<file path="config.mk">
export PLATFORM = sky130hd
export DESIGN_NAME = ow_byte_slot_engine
export DESIGN_NICKNAME = d
export VERILOG_FILES = /design/src/rtl/ow_pkg.sv /design/src/rtl/ow_line_sync.sv /design/src/rtl/ow_slot_timer.sv /design/src/rtl/ow_bit_shifter.sv /design/src/rtl/ow_byte_slot_engine.sv
export SDC_FILE = /design/constraint.sdc
export NUM_CORES = 1
export LEC_CHECK = 0
export BUFFER_PORTS_ARGS = -buffer_cell sky130_fd_sc_hd__buf_2
export CAP_MARGIN = 20
export CORE_UTILIZATION = 56
export DETAILED_ROUTE_END_ITERATION = 12
export PLACE_DENSITY_LB_ADDON = 0.08
export SYNTH_ARGS = -nofsm -noshare
export SYNTH_HDL_FRONTEND = slang
export SYNTH_SLANG_ARGS = --single-unit
</file>
<file path="constraint.sdc">
create_clock -name clk -period 2.2 [get_ports clk]
set_input_delay 0.22 -clock clk [delete_from_list [all_inputs] [get_ports clk]]
set_output_delay 0.22 -clock clk [all_outputs]
set_load 0.02 [all_outputs]
</file>
<file path="src/rtl/ow_pkg.sv">
package ow_pkg;
  localparam logic [7:0] OW_CMD_WRBYTE = 8'hA5;
  localparam int         OW_BITS       = 8;

  typedef enum logic {
    SPD_STD  = 1'b0,
    SPD_FAST = 1'b1
  } ow_speed_e;
endpackage

</file>
<file path="src/rtl/ow_line_sync.sv">
module ow_line_sync #(
  parameter int STAGES = 2
) (
  input  logic clk,
  input  logic rst_n,
  input  logic raw_in,
  output logic sync_out
);
  logic [STAGES-1:0] chain_q;
  logic [STAGES-1:0] chain_d;

  always_comb begin
    chain_d = {chain_q[STAGES-2:0], raw_in};
  end

  always_ff @(posedge clk or negedge rst_n) begin
    if (!rst_n) chain_q <= '1;
    else        chain_q <= chain_d;
  end

  assign sync_out = chain_q[STAGES-1];
endmodule

</file>
<file path="src/rtl/ow_slot_timer.sv">
module ow_slot_timer
  import ow_pkg::*;
#(
  parameter int SLOT_STD  = 7000,
  parameter int SLOT_FAST = 1000,
  parameter int BITS      = 8,
  parameter int CW        = 13,
  localparam int BW       = $clog2(BITS)
) (
  input  logic          clk,
  input  logic          rst_n,
  input  logic          start,
  input  logic          fast_in,
  output logic          busy,
  output ow_speed_e     speed,
  output logic [CW-1:0] cnt,
  output logic          slot_end,
  output logic          done
);
  logic          busy_q, busy_d;
  logic [CW-1:0] cnt_q, cnt_d;
  logic [BW-1:0] bit_q, bit_d;
  ow_speed_e     spd_q, spd_d;
  logic          done_q, done_d;
  logic [CW-1:0] slot_last;

  assign slot_last = (spd_q == SPD_FAST) ? CW'(SLOT_FAST - 1) : CW'(SLOT_STD - 1);
  assign slot_end  = busy_q && (cnt_q == slot_last);

  always_comb begin
    busy_d = busy_q;
    cnt_d  = cnt_q;
    bit_d  = bit_q;
    spd_d  = spd_q;
    done_d = 1'b0;
    if (busy_q) begin
      if (slot_end) begin
        cnt_d = '0;
        if (bit_q == BW'(BITS - 1)) begin
          busy_d = 1'b0;
          done_d = 1'b1;
        end else begin
          bit_d = bit_q + 1'b1;
        end
      end else begin
        cnt_d = cnt_q + 1'b1;
      end
    end else if (start) begin
      busy_d = 1'b1;
      cnt_d  = '0;
      bit_d  = '0;
      spd_d  = fast_in ? SPD_FAST : SPD_STD;
    end
  end

  always_ff @(posedge clk or negedge rst_n) begin
    if (!rst_n) begin
      busy_q <= 1'b0;
      cnt_q  <= '0;
      bit_q  <= '0;
      spd_q  <= SPD_STD;
      done_q <= 1'b0;
    end else begin
      busy_q <= busy_d;
      cnt_q  <= cnt_d;
      bit_q  <= bit_d;
      spd_q  <= spd_d;
      done_q <= done_d;
    end
  end

  assign busy  = busy_q;
  assign speed = spd_q;
  assign cnt   = cnt_q;
  assign done  = done_q;
endmodule

</file>
<file path="src/rtl/ow_bit_shifter.sv">
module ow_bit_shifter #(
  parameter int BITS = 8
) (
  input  logic            clk,
  input  logic            rst_n,
  input  logic            load,
  input  logic [BITS-1:0] load_data,
  input  logic            advance,
  input  logic            capture,
  input  logic            sample_bit,
  output logic            tx_bit,
  output logic [BITS-1:0] rx_data
);
  logic [BITS-1:0] tx_q, tx_d;
  logic [BITS-1:0] rx_q, rx_d;

  always_comb begin
    tx_d = tx_q;
    if (load)         tx_d = load_data;
    else if (advance) tx_d = {1'b0, tx_q[BITS-1:1]};
  end

  always_comb begin
    rx_d = rx_q;
    if (capture) rx_d = {sample_bit, rx_q[BITS-1:1]};
  end

  always_ff @(posedge clk or negedge rst_n) begin
    if (!rst_n) begin
      tx_q <= '0;
      rx_q <= '0;
    end else begin
      tx_q <= tx_d;
      rx_q <= rx_d;
    end
  end

  assign tx_bit  = tx_q[0];
  assign rx_data = rx_q;
endmodule

</file>
<file path="src/rtl/ow_byte_slot_engine.sv">
module ow_byte_slot_engine
  import ow_pkg::*;
#(
  parameter int SLOT_STD  = 7000,
  parameter int LOW0_STD  = 6000,
  parameter int LOW1_STD  = 600,
  parameter int SAMP_STD  = 1500,
  parameter int SLOT_FAST = 1000,
  parameter int LOW0_FAST = 750,
  parameter int LOW1_FAST = 100,
  parameter int SAMP_FAST = 200
) (
  input  logic       clk,
  input  logic       rst_n,
  input  logic       cmd_valid,
  input  logic [7:0] cmd_code,
  input  logic [7:0] cmd_data,
  input  logic       fast_mode,
  input  logic       line_in,
  output logic       cmd_ack,
  output logic       busy,
  output logic       done,
  output logic       drive_low,
  output logic [7:0] rx_byte
);
  localparam int SLOT_MAX = (SLOT_STD > SLOT_FAST) ? SLOT_STD : SLOT_FAST;
  localparam int CW       = $clog2(SLOT_MAX + 1);

  ow_speed_e     speed;
  logic [CW-1:0] cnt;
  logic          slot_end;
  logic          tx_bit;
  logic          line_s;
  logic          start;
  logic          capture;
  logic [CW-1:0] low_len;
  logic [CW-1:0] samp_at;

  assign start   = cmd_valid && (cmd_code == OW_CMD_WRBYTE) && !busy;
  assign cmd_ack = start;

  always_comb begin
    if (speed == SPD_FAST) begin
      low_len = tx_bit ? CW'(LOW1_FAST) : CW'(LOW0_FAST);
      samp_at = CW'(SAMP_FAST);
    end else begin
      low_len = tx_bit ? CW'(LOW1_STD) : CW'(LOW0_STD);
      samp_at = CW'(SAMP_STD);
    end
  end

  assign drive_low = busy && (cnt < low_len);
  assign capture   = busy && (cnt == samp_at);

  ow_slot_timer #(
    .SLOT_STD (SLOT_STD),
    .SLOT_FAST(SLOT_FAST),
    .BITS     (OW_BITS),
    .CW       (CW)
  ) u_timer (
    .clk     (clk),
    .rst_n   (rst_n),
    .start   (start),
    .fast_in (fast_mode),
    .busy    (busy),
    .speed   (speed),
    .cnt     (cnt),
    .slot_end(slot_end),
    .done    (done)
  );

  ow_line_sync #(.STAGES(2)) u_sync (
    .clk     (clk),
    .rst_n   (rst_n),
    .raw_in  (line_in),
    .sync_out(line_s)
  );

  ow_bit_shifter #(.BITS(OW_BITS)) u_shift (
    .clk       (clk),
    .rst_n     (rst_n),
    .load      (start),
    .load_data (cmd_data),
    .advance   (slot_end),
    .capture   (capture),
    .sample_bit(line_s),
    .tx_bit    (tx_bit),
    .rx_data   (rx_byte)
  );
endmodule

</file>
* Yosys cells after proc, flatten, opt, wreduce, memory -nomap -nowiden
Index checks and enable logic that the tools add are counted.
** Cells by class
- $add $sub $neg :: 2
- $lt $le $gt $ge :: 1
- Eq/ne operators :: 6
- Muxes and demuxes :: 22
- Bitwise operators :: 1
- Reduce and logical (&&, ||, !) cells :: 10
** Operator list (number)
- $mux W13 :: 6
- $eq A13 B13 Y1 :: 2
- $mux W8 :: 2
- $add A13 B1 Y13 const B :: 1
- $lt A13 B13 Y1 :: 1
- $mux W3 :: 4
- $mux W11 :: 1
- $mux W10 :: 1
- $eq A8 B8 Y1 const B :: 1
- $mux W1 :: 8
- $logic_and A1 B1 Y1 :: 5
- $ne A2 B2 Y1 const B :: 2
- $reduce_bool A2 Y1 :: 2
- $add A3 B1 Y3 const B :: 1
- $eq A3 B3 Y1 const B :: 1
- $reduce_and A3 Y1 :: 1
- $reduce_and A2 Y1 :: 1
- $logic_not A1 Y1 :: 1
- $not A1 Y1 :: 1
** Storage, ports and cells
- Register bits :: 37
- Bits of input ports :: 21
- Output and inout bits :: 12
- Word-level logic and storage cells :: 50

* Depth between registers and ports, before layout
- Depth in word-level cells :: 5
- Depth in mapped cells :: 8
- Depth with buffers taken out :: 8

* Cells and area by module
From an unflattened synthesis, not the netlist that was laid out.
** Second synthesis, totals
- Cell total of the unflattened synthesis :: 211
- Area, all modules :: 2195.9 µm²
** By module, submodules not included
- ow_slot_timer :: instances 1, cells each 116, area each 1103.6 µm²
- ow_bit_shifter :: instances 1, cells each 51, area each 700.7 µm²
- ow_byte_slot_engine :: instances 1, cells each 42, area each 339.1 µm²
- ow_line_sync :: instances 1, cells each 2, area each 52.6 µm²

* Worst setup path before layout
Ideal clock, no wire load.
- Path type :: reg2out
- From :: register u_timer.spd_q, in the netlist u_timer.speed
- To :: output port drive_low
- Arrival :: 1.853 ns
- Required time :: 1.980 ns
- Slack :: 0.127 ns
- Stages on the path, launching flop included :: 8
- Path buffers :: 0
- Cells stage by stage :: dfrtp_1 > inv_1 > ha_1 > inv_1 > ha_1 > a211o_1 > a211oi_1 > o21a_1
** On the way
- Cells in the longest elaborated chain, start to end :: 3
** RTL lines
- start: declaration :: RTL line ow_slot_timer.sv:23 : ow_speed_e spd_q, spd_d;
- start signal: assignment :: RTL line ow_slot_timer.sv:67 : spd_q <= spd_d;
- $mux W13 :: RTL line ow_byte_slot_engine.sv:43 : if (speed == SPD_FAST) begin
- $lt A13 B13 Y1 :: RTL line ow_byte_slot_engine.sv:52 : assign drive_low = busy && (cnt < low_len);
- $logic_and A1 B1 Y1 :: RTL line ow_byte_slot_engine.sv:52
- end: declaration :: RTL line ow_byte_slot_engine.sv:23 : output logic drive_low,
Every way passes these cells.

* Final worst setup path
Same ends and word-level chain as after synthesis.

==> flow_summary.toml <==
[route]
wl_per_cell_um = 16.5
drt_iter0_drc = 129
drc = 0
dr_total_vias = 1804
firstDrtPassIters = 4
via_per_inst = 5.97
wirelength_um = 4990
ant_nets = 0

[synth]
ys_async_sr_fraction_pct = 100
synthCells = 207
syn-num-nets = 245
synth_area_mm2 = 0.00218
ys.flop_type = "dfrtp_1"
ys_top_cells_by_count = "dfrtp_1, ha_1, nand2_1"
synthTopCellsByArea = "dfrtp_1, ha_1, mux2_2, mux2i_1, nand2_1"
yosysTopAreaCell = "dfrtp_1"
synth_top_family_by_area = "simple AND/OR/NAND/NOR gates"
ys_ff_latch = 37
seq_area_frac_synth_pct = 42.6
synth-adder-area-share_pct = 9.77
synth-edff-count = 0
synthMuxAreaShare_pct = 7.36
synth_xor_area_share_pct = 0.805
yosys.area_share.simple_pct = 20.0
synth_most_common_cell = "dfrtp_1"
synth_cell_types = 51
synthDominantCellAreaShare_pct = 40.2
avgSynthCellArea_um2 = 10.5
synth_compound_area_share_pct = 15.3
yosysWarnings = 0

[global_route]
grt_antenna_before_repair = 0
grt-ovfl-total = 0
grt_util_all_layers_pct = 27.1
grt_max_degree = 38
grt_pass1_wl_um = 8340
grt_pass1_vias = 1782

[clock_tree]
cts.clk_slew.worst_paths_ns = 0.07
root_buffer = "clkbuf_8"
clock-sinks = 37
cts_buffer_depth = 2
cts_htree_levels = 2
cts_tree = "built"
postCtsHoldBufs = 0
cts_inserted_buffers = 5
clk_latency_ns = 0.29

[critical_path]
critPathArrivalTime_ns = 2.08
critical_path_class = "flip-flop to output port"
crit_required_ns = 1.98
path_max_fanout = 3
cp-start-kind = "flip-flop"
end_kind = "output port"
reg2reg_depth = 7

[floorplan]
die_h_um = 64.4
core_mm2 = 0.00369
rows = 22
initial_core_util_pct = 59.0
io_pins = 33
die_area_mm2 = 0.00414
die_w_um = 64.4

[outcome]
outcome = "finished with violations"
violations = "setup timing"

[sta]
worstMarginPinSlew_ns = 0.795
finalWorstSetupSlack_ns = -0.103
holdWs_ns = 0.0143
finalSetupViolCount = 1
relSlewSlack_pct = 47.0
slew_viol_final = 0
hold_violations = 0
finalCriticalPeriod_ns = 2.30
finalClockSkew_ns = 0.00722
rsz0062_at_grt = "yes"
min_period_over_period_pct = 105
fmax_mhz = 434

[place]
place_hpwl_um = 3610
gp_congestion = 0.869
portBuffers = 32

[pwr]
powerDensity_mw_per_mm2 = 738
p_leak_nw = 1.29
p_total_mw = 1.98
max-vdd-ir-drop_v = 0.000557

[cells_and_area]
n_antenna_cell = 0
fillCellCount = 271
regArea_um2 = 928
nNetsFinal = 291
multi_input_area_mm2 = 0.00127
drive_above_1_share_pct = 35.8
area_growth_pct = 23.2

[worst_hold_path]
hold_path.class = "input port to async pin"

[job]
drv_cap = 0
==> cell type report <==
class / instances / area share (%)
clock buffer: 6 / 2.71
sequential: 37 / 34.6
multi-input combinational: 153 / 47.3
inverter: 10 / 1.40
clock inverter: 2 / 1.31
tap: 48 / 2.24
timing repair buffer: 46 / 10.4
==> per-layer routing <==
layer  GRT usage [%]  vias up  part of all wire, %
met4            14.4        0                  2.8
met5               0        -                    0
met2            43.6       53                   51
met1            33.8      872                   43
li1                -      866                    -
met3            5.89       13                  3.8
==> stage by stage <==
stage	setup TNS [ns]	cells	utilization (%)	worst slack [ns]	cell area, µm²
floorplan	0	207	-	0.127	2180
global placement	0	291	65.8	0.196	2430
detailed placement	0	291	65.8	0.0900	2430
CTS	-0.0944	302	72.3	-0.0944	2670
global route	-0.184	302	72.7	-0.184	2680
finish	-0.103	302	72.7	-0.103	2680
==> sequential cells by signal, summed over array words and instances (netlist names) <==
| signal | cells |
|---|---|
| u_shift.rx_data | 8 |
| u_shift.tx_q | 8 |
| u_sync.chain_q | 2 |
| u_timer.bit_q | 3 |
| u_timer.busy | 1 |
| u_timer.cnt | 13 |
| u_timer.done | 1 |
| u_timer.speed | 1 |
==> power breakdown <==
part,total (mW),internal [mW],switching (mW)
sequential,0.891,0.758,0.133
clock,0.576,0.336,0.240
combinational,0.513,0.258,0.255
total,1.98,1.35,0.628
==> placed cells by master, fill, tap and decap left out, types with 4 or more instances in the layout <==
cell type  synthesis  final
ha_4               0      7
nor3_1             8      8
o21ai_1            5      5
inv_1             10      6
nand2_1           15     15
a22o_1             6      6
o21ai_0            5      4
buf_4              2     12
inv_2              0      4
nor2_1            14     14
mux2_2             8      8
clkbuf_8           0      5
mux2i_1            7      7
a21oi_1            7      7
and3_1             4      4
nand3_1            9      9
dfrtp_1           35     35
buf_2              2     31
ha_1              17      9
nand4b_1           4      4
==> final timing paths <==
check | startpoint | endpoint | slack, ns
min in group clk | line_in | u_sync.chain_q[0]$_DFF_PN1_ | 0.02
max in group asynchronous | rst_n | u_shift.rx_data[3]$_DFFE_PN0P_ | 1.69
hold reg to reg | u_sync.chain_q[0]$_DFF_PN1_ | u_sync.chain_q[1]$_DFF_PN1_ | 0.36
setup / recovery | u_timer.speed$_DFFE_PN0P_ | drive_low | -0.10
setup reg to reg | u_timer.speed$_DFFE_PN0P_ | u_shift.rx_data[3]$_DFFE_PN0P_ | 0.13
hold / removal | rst_n | u_timer.cnt[8]$_DFFE_PN0P_ | 0.01
==> logic make-up (layout without fill, tap and decap cells) <==
| family | after synthesis | in the layout |
|---|---|---|
| compound gates | 44 | 44 |
| xor+xnor | 2 | 2 |
| fa+ha+maj | 17 | 17 |
| buf+inv | 17 | 64 |
| flops | 37 | 37 |
| mux | 15 | 15 |
| simple gates | 75 | 75 |
==> worst max-delay path, stage by stage, from the launching register on <==
cell,delay [ns]
dfrtp_1,0.41
inv_2,0.09
buf_6,0.13
ha_4,0.15
ha_1,0.27
and4_1,0.20
a221oi_2,0.27
o21a_1,0.15
buf_6,0.11
==> timing repair <==
item | 4_1_cts | 5_1_grt
pin swaps | 7 | 8
setup buffers | 3 | 0
resized for setup | 20 | 2
gates cloned | 0 | 0
endpoints found under the setup margin | 1 | 9
Note: power is estimated with default switching activity, not from simulation.
